===== config.mk =====
export PLATFORM = sky130hd
export DESIGN_NAME = merge_wbuf
export DESIGN_NICKNAME = d
export VERILOG_FILES = /design/src/rtl/wbuf_pkg.sv /design/src/rtl/wbuf_datapath.sv /design/src/rtl/wbuf_control.sv /design/src/rtl/merge_wbuf.sv
export SDC_FILE = /design/constraint.sdc
export NUM_CORES = 1
export LEC_CHECK = 0
export BUFFER_PORTS_ARGS = -buffer_cell sky130_fd_sc_hd__buf_2
export CAP_MARGIN = 20
export CORE_MARGIN = 2
export CORE_UTILIZATION = 60
export DETAILED_ROUTE_END_ITERATION = 12
export PLACE_DENSITY = 0.83
export SKIP_LAST_GASP = 1
export SLEW_MARGIN = 20
export SYNTH_ARGS = -nofsm -noshare
export SYNTH_HDL_FRONTEND = slang
export SYNTH_HIERARCHICAL = 1
export SYNTH_SLANG_ARGS = --single-unit

===== constraint.sdc =====
create_clock -name clk -period 6.2 [get_ports clk]
set_clock_uncertainty 0.2 [all_clocks]
set_input_delay 1.55 -clock clk [delete_from_list [all_inputs] [get_ports clk]]
set_output_delay 1.55 -clock clk [all_outputs]
set_load 0.01 [all_outputs]

===== src/rtl/wbuf_pkg.sv =====
package wbuf_pkg;
  parameter int unsigned WB_ENTRIES = 4;
  parameter int unsigned WB_WORDS   = 4;
  parameter int unsigned WB_DATA_W  = 32;
  parameter int unsigned WB_WADDR_W = 30;

  localparam int unsigned OFF_W = $clog2(WB_WORDS);
  localparam int unsigned BLK_W = WB_WADDR_W - OFF_W;
  localparam int unsigned IDX_W = $clog2(WB_ENTRIES);
  localparam int unsigned CNT_W = $clog2(WB_ENTRIES + 1);
  localparam int unsigned LINE_W = WB_WORDS * WB_DATA_W;

  typedef struct packed {
    logic             wrEn;
    logic             newEntry;
    logic [IDX_W-1:0] wrIdx;
    logic [IDX_W-1:0] rdIdx;
  } wbStrobe_t;
endpackage


===== src/rtl/wbuf_datapath.sv =====
module wbuf_datapath
  import wbuf_pkg::*;
(
  input  logic                  clk,
  input  logic                  rstN,
  input  logic [WB_WADDR_W-1:0] stAddr,
  input  logic [WB_DATA_W-1:0]  stData,
  input  logic [WB_ENTRIES-1:0] openVec,
  input  wbStrobe_t             strobe,
  output logic [WB_ENTRIES-1:0] matchVec,
  output logic [BLK_W-1:0]      memBlkAddr,
  output logic [LINE_W-1:0]     memData,
  output logic [WB_WORDS-1:0]   memMask
);
  logic [BLK_W-1:0]                    blkQ  [WB_ENTRIES];
  logic [WB_WORDS-1:0][WB_DATA_W-1:0]  dataQ [WB_ENTRIES];
  logic [WB_WORDS-1:0]                 maskQ [WB_ENTRIES];

  logic [BLK_W-1:0]    stBlk;
  logic [OFF_W-1:0]    stOff;
  logic [WB_WORDS-1:0] offHot;

  assign stBlk  = stAddr[WB_WADDR_W-1:OFF_W];
  assign stOff  = stAddr[OFF_W-1:0];
  assign offHot = WB_WORDS'(1) << stOff;

  for (genvar e = 0; e < WB_ENTRIES; e++) begin : gEntry
    logic selHere;
    assign selHere     = strobe.wrEn && (strobe.wrIdx == IDX_W'(e));
    assign matchVec[e] = openVec[e] && (blkQ[e] == stBlk);

    always_ff @(posedge clk) begin
      if (!rstN) begin
        blkQ[e]  <= '0;
        maskQ[e] <= '0;
        dataQ[e] <= '0;
      end else if (selHere) begin
        if (strobe.newEntry) begin
          blkQ[e]  <= stBlk;
          maskQ[e] <= offHot;
          for (int w = 0; w < WB_WORDS; w++)
            dataQ[e][w] <= offHot[w] ? stData : '0;
        end else begin
          maskQ[e]        <= maskQ[e] | offHot;
          dataQ[e][stOff] <= stData;
        end
      end
    end
  end

  assign memBlkAddr = blkQ[strobe.rdIdx];
  assign memData    = dataQ[strobe.rdIdx];
  assign memMask    = maskQ[strobe.rdIdx];
endmodule


===== src/rtl/wbuf_control.sv =====
module wbuf_control
  import wbuf_pkg::*;
(
  input  logic                  clk,
  input  logic                  rstN,
  input  logic                  stValid,
  input  logic [WB_ENTRIES-1:0] matchVec,
  input  logic                  memAck,
  output wbStrobe_t             strobe,
  output logic [WB_ENTRIES-1:0] openVec,
  output logic                  stStall,
  output logic                  memReq,
  output logic                  bufEmpty
);
  logic [WB_ENTRIES-1:0] validQ;
  logic [IDX_W-1:0]      headQ, tailQ;
  logic [CNT_W-1:0]      countQ;

  logic             anyMatch, isFull, accept, alloc, pop;
  logic [IDX_W-1:0] matchIdx;

  function automatic logic [IDX_W-1:0] nextPtr(input logic [IDX_W-1:0] p);
    return (p == IDX_W'(WB_ENTRIES - 1)) ? '0 : p + IDX_W'(1);
  endfunction

  always_comb begin
    matchIdx = '0;
    for (int i = 0; i < WB_ENTRIES; i++)
      if (matchVec[i]) matchIdx = IDX_W'(i);
  end

  assign anyMatch = |matchVec;
  assign isFull   = (countQ == CNT_W'(WB_ENTRIES));
  assign stStall  = stValid && !anyMatch && isFull;
  assign accept   = stValid && !stStall;
  assign alloc    = accept && !anyMatch;
  assign memReq   = validQ[headQ];
  assign pop      = memReq && memAck;
  assign bufEmpty = (countQ == '0);

  always_comb begin
    openVec        = validQ;
    openVec[headQ] = 1'b0;
  end

  always_comb begin
    strobe.wrEn     = accept;
    strobe.newEntry = alloc;
    strobe.wrIdx    = anyMatch ? matchIdx : tailQ;
    strobe.rdIdx    = headQ;
  end

  always_ff @(posedge clk) begin
    if (!rstN) begin
      validQ <= '0;
      headQ  <= '0;
      tailQ  <= '0;
      countQ <= '0;
    end else begin
      if (alloc) begin
        validQ[tailQ] <= 1'b1;
        tailQ         <= nextPtr(tailQ);
      end
      if (pop) begin
        validQ[headQ] <= 1'b0;
        headQ         <= nextPtr(headQ);
      end
      case ({alloc, pop})
        2'b10:   countQ <= countQ + CNT_W'(1);
        2'b01:   countQ <= countQ - CNT_W'(1);
        default: countQ <= countQ;
      endcase
    end
  end
endmodule


===== src/rtl/merge_wbuf.sv =====
module merge_wbuf
  import wbuf_pkg::*;
(
  input  logic                  clk,
  input  logic                  rstN,
  input  logic                  stValid,
  input  logic [WB_WADDR_W-1:0] stAddr,
  input  logic [WB_DATA_W-1:0]  stData,
  output logic                  stStall,
  output logic                  memReq,
  input  logic                  memAck,
  output logic [BLK_W-1:0]      memBlkAddr,
  output logic [LINE_W-1:0]     memData,
  output logic [WB_WORDS-1:0]   memMask,
  output logic                  bufEmpty
);
  wbStrobe_t             strobe;
  logic [WB_ENTRIES-1:0] openVec;
  logic [WB_ENTRIES-1:0] matchVec;

  wbuf_control uCtrl (
    .clk(clk), .rstN(rstN), .stValid(stValid), .matchVec(matchVec),
    .memAck(memAck), .strobe(strobe), .openVec(openVec),
    .stStall(stStall), .memReq(memReq), .bufEmpty(bufEmpty)
  );

  wbuf_datapath uData (
    .clk(clk), .rstN(rstN), .stAddr(stAddr), .stData(stData),
    .openVec(openVec), .strobe(strobe), .matchVec(matchVec),
    .memBlkAddr(memBlkAddr), .memData(memData), .memMask(memMask)
  );
endmodule


==> results by group <==
Run status
  – Status: finished, final reports clean

GRT
  – Antenna violations before repair: 2
  – Total gr overflow: 0
  – Global-route wire length before repair: around 110 mm
  – Vias in the first global route: about 18,000
  – Largest net degree at the start of global routing: roughly 150
  – Overall routing resource usage: 30.7%

Yosys
  – Syn_nets: between 2,000 and 2,500
  – XOR/XNOR share of the synthesized area: 3.43%
  – Main combinational cell family by area after synthesis: simple AND/OR/NAND/NOR gates
  – Compound-Gate Fraction of Synth Area: 0.896%
  – Dominant cell type by area after synthesis: edfxtp_1
  – Unique masters post-synth: a little under 50
  – Syn Area/Cell: 14.4 sq um
  – Simple-gate portion of the synthesized area: about an eighth
  – Post-synthesis instance area: between 20,000 and 30,000 sq um
  – Register bit total from synthesis: 651
  – Synth Area in Adders: 0.456%
  – Ys async rst share: 0%
  – Post-synth top area share: 66.1%
  – Seq/Total Area, Yosys: 66.9%
  – Number of synthesized flops with an enable pin: 640
  – Top cells by area, synth: edfxtp_1 66%, mux4_2 12%, nor2_1 7.2%
  – Mux contribution to synthesized area: 12.7%
  – Top_reg_cell synth: edfxtp_1
  – Ys Warns: 6
  – Syn Inst Count: approximately 2,000

Setup path
  – Critical path capture point type: primary output
  – Startpoint class of the critical path: primary input
  – Worst Path Required: 4.45 ns
  – Crit path kind: in -> out
  – Worst-path fanout max: 8
  – CP arrival: 3.68 ns

Route
  – 1st-iter DRT viols: roughly 2,300
  – Vias per cell: around 6.4
  – DRT Pass-1 Iters: 5
  – WL/cell: 26.6 um
  – Via count: roughly 18,000
  – Remaining DRCs: 0
  – Routed WL: 76.7 mm
  – Antenna Violating Nets Remaining: 0

Clock tree
  – H-tree depth: 3
  – Skew-Pair Late Insertion Delay: 0.61 ns
  – CTS root buf: clkbuf_16
  – Clk buf depth: 3
  – Clock slew at reported path FFs: about 0.06 ns
  – Inserted Clock Buffers: 67
  – Post-CTS resize count: 0
  – Setup bufs post-CTS: 0
  – Clk sink count: 651
  – Hold_buf cts: 0
  – CTS tree: done

Power and ir drop
  – Net Sw Power: 0.00262 W
  – Sequential power share: around half
  – Comb pwr share: 12.1%
  – Pwr/cell area: 322 nW/um^2
  – Switching share of power: approximately 25%
  – Worst vdd ir: around 230 uV
  – P_int: 0.00799 W
  – Clk pwr share: a little under two fifths
  – Pleak: 11.5 nW

STA
  – Final-report hold violation count: 0
  – Fin crit period: around 5.4 ns
  – Fmax: roughly 0.18 GHz
  – Period utilization: 87.6%
  – Slew Viols, Final: 0
  – RSZ-0062 raised after global routing: no
  – Worst slew margin: 24.5%
  – Worst Tran Pin Value: between 1 and 1.5 ns
  – Endpoints failing setup: 0
  – Setup tns final: 0 ns

Placed design
  – Port Buf Inserts: 228
  – Dpl cell area: 30,700 sq um
  – Placer congestion estimate: 0.962
  – Dpl hpwl: 44.8 mm

Floorplan
  – Die width: about 220 um
  – Die Y-Extent: 224 um
  – Total Die Area: 50,200 sq um
  – Initial Utilization: between 60 and 70%
  – Core Footprint: 47,700 sq um
  – Io pins: around 230
  – Num rows: 80

Finish
  – Final instance area: 33,000 sq um
  – P&R area growth vs syn: 13.4%
  – Nets: 2,285
  – Share of cells above drive strength 1: 25.5%

Min path
  – Hold WC Path Type: reg -> reg

Job
  – Max cap viols: 0
sequential cells by signal, indices dropped and copies added (netlist names):
name / count
uData/maskQ: 16
uData/dataQ: 512
uCtrl/countQ: 3
uCtrl/headQ: 2
uCtrl/validQ: 4
uCtrl/tailQ: 2
uData/blkQ: 112
worst max-delay path, cell delays in order:
cell and delay, ns:
buf_2 0.15, xor2_1 0.18, nor4_1 0.41, nand4_1 0.18, nor4_1 0.72, or4_1 0.25, nor3_1 0.06, buf_2 0.17
metal layers:
metal	GRT usage, %	vias to the layer above	share of wire (%)
met3	8.18	227	11
met1	38.9	9133	34
met5	0	-	0.035
li1	-	7680	-
met4	16.5	4	5.4
met2	49.0	1275	49
cell type report:
class / instances / area, sq um
timing repair buffer: 269 / 1540
multi-input combinational: 1200 / 8930
tap: 615 / 769
sequential: 651 / 19400
inverter: 20 / 75.1
clock buffer: 75 / 1750
fill: 2982 / 14800
antenna: 5 / 12.5
clock inverter: 47 / 430
stage by stage:
| stage | hold slack (ns) | power, W | worst slack, ns | std cells | utilization, % |
|---|---|---|---|---|---|
| 3_5_place_dp | 0.298 | 0.00668 | 0.305 | 2753 | 64.4 |
| 4_1_cts | 0.309 | 0.0106 | 0.841 | 2875 | 68.9 |
| 3_3_place_gp | 0.279 | 0.00664 | 0.480 | 2753 | 64.4 |
| 2_1_floorplan | 0.266 | 0.00614 | 0.524 | 2023 | - |
| 5_1_grt | 0.351 | 0.0109 | 0.663 | 2878 | 69.0 |
| 6_report | 0.307 | 0.0106 | 0.769 | 2882 | 69.0 |
placed cells by master (no fill, tap or decap), types with 3 or more instances in the layout:
cell       Yosys  layout
nor2_2         1      14
inv_2          3       3
clkbuf_1      53       6
diode_2        0       5
a41oi_1        4       4
nor2b_1        6       4
dfxtp_1       11       9
nor2b_2        1       3
nor2_1       561     540
nand3_1        5       3
buf_12         0       6
clkinv_1       2      20
mux2i_1        4       4
a21oi_1       21      21
a211oi_1       5       5
mux4_2       161     161
nor3_1         8       8
xnor2_1       36      36
nand2_1      135     134
clkinv_2       0      14
xor2_1        76      76
inv_1         15      15
and2_2         4       4
nor2_4         0       8
and2_1       105     105
clkbuf_16      0      69
edfxtp_1     640     640
bufinv_16      0       7
nor4_1        20      20
ha_1           9       9
buf_2         73     229
inv_6          0       3
nand4_1       13      13
buf_4         14      33
power groups by stage:
stage	Sequential (W)	Combinational, W	Clock [W]
after detailed placement	0.00541	0.00127	0
final	0.00533	0.00129	0.00400
after global placement	0.00538	0.00126	0
after global routing	0.00535	0.00135	0.00418
after CTS	0.00533	0.00128	0.00404
after floorplan	0.00536	0.000783	0
path summary, 6_finish.rpt:
path	to	cells after the start	startpoint	slack [ns]
setup / recovery	stStall	8	stAddr[20]	0.77
hold / removal	uCtrl/countQ[2]	2	uCtrl/countQ[2]	0.31
setup reg to reg	uData/dataQ[1][49]	12	uCtrl/headQ[0]	1.32
hold reg to reg	uCtrl/countQ[2]	2	uCtrl/countQ[2]	0.31
kinds of logic (layout without fill, tap and decap cells):
family	Yosys count	after routing
AOI/OAI and AO/OA	40	40
xor gates and xnor gates	113	113
adders and majority gates	10	10
buffers and inverters	172	411
DFF	651	651
muxes	166	166
other	0	5
and+or+nand+nor	871	871
cells in the mapped netlist (2+ instances only):
master,number
a211oi_1,5
a21oi_1,21
a31oi_1,2
a41oi_1,4
and2_1,105
and2_2,4
buf_1,7
buf_2,73
buf_4,14
buf_6,5
clkbuf_1,53
clkinv_1,2
dfxtp_1,11
edfxtp_1,640
ha_1,9
inv_1,15
inv_2,3
mux2i_1,4
mux4_2,161
nand2_1,135
nand3_1,5
nand4_1,13
nor2_1,561
nor2b_1,6
nor3_1,8
nor3_2,2
nor4_1,20
nor4_2,2
o31ai_1,2
or3_1,2
xnor2_1,36
xor2_1,76
Power figures use the tool's default switching activity.
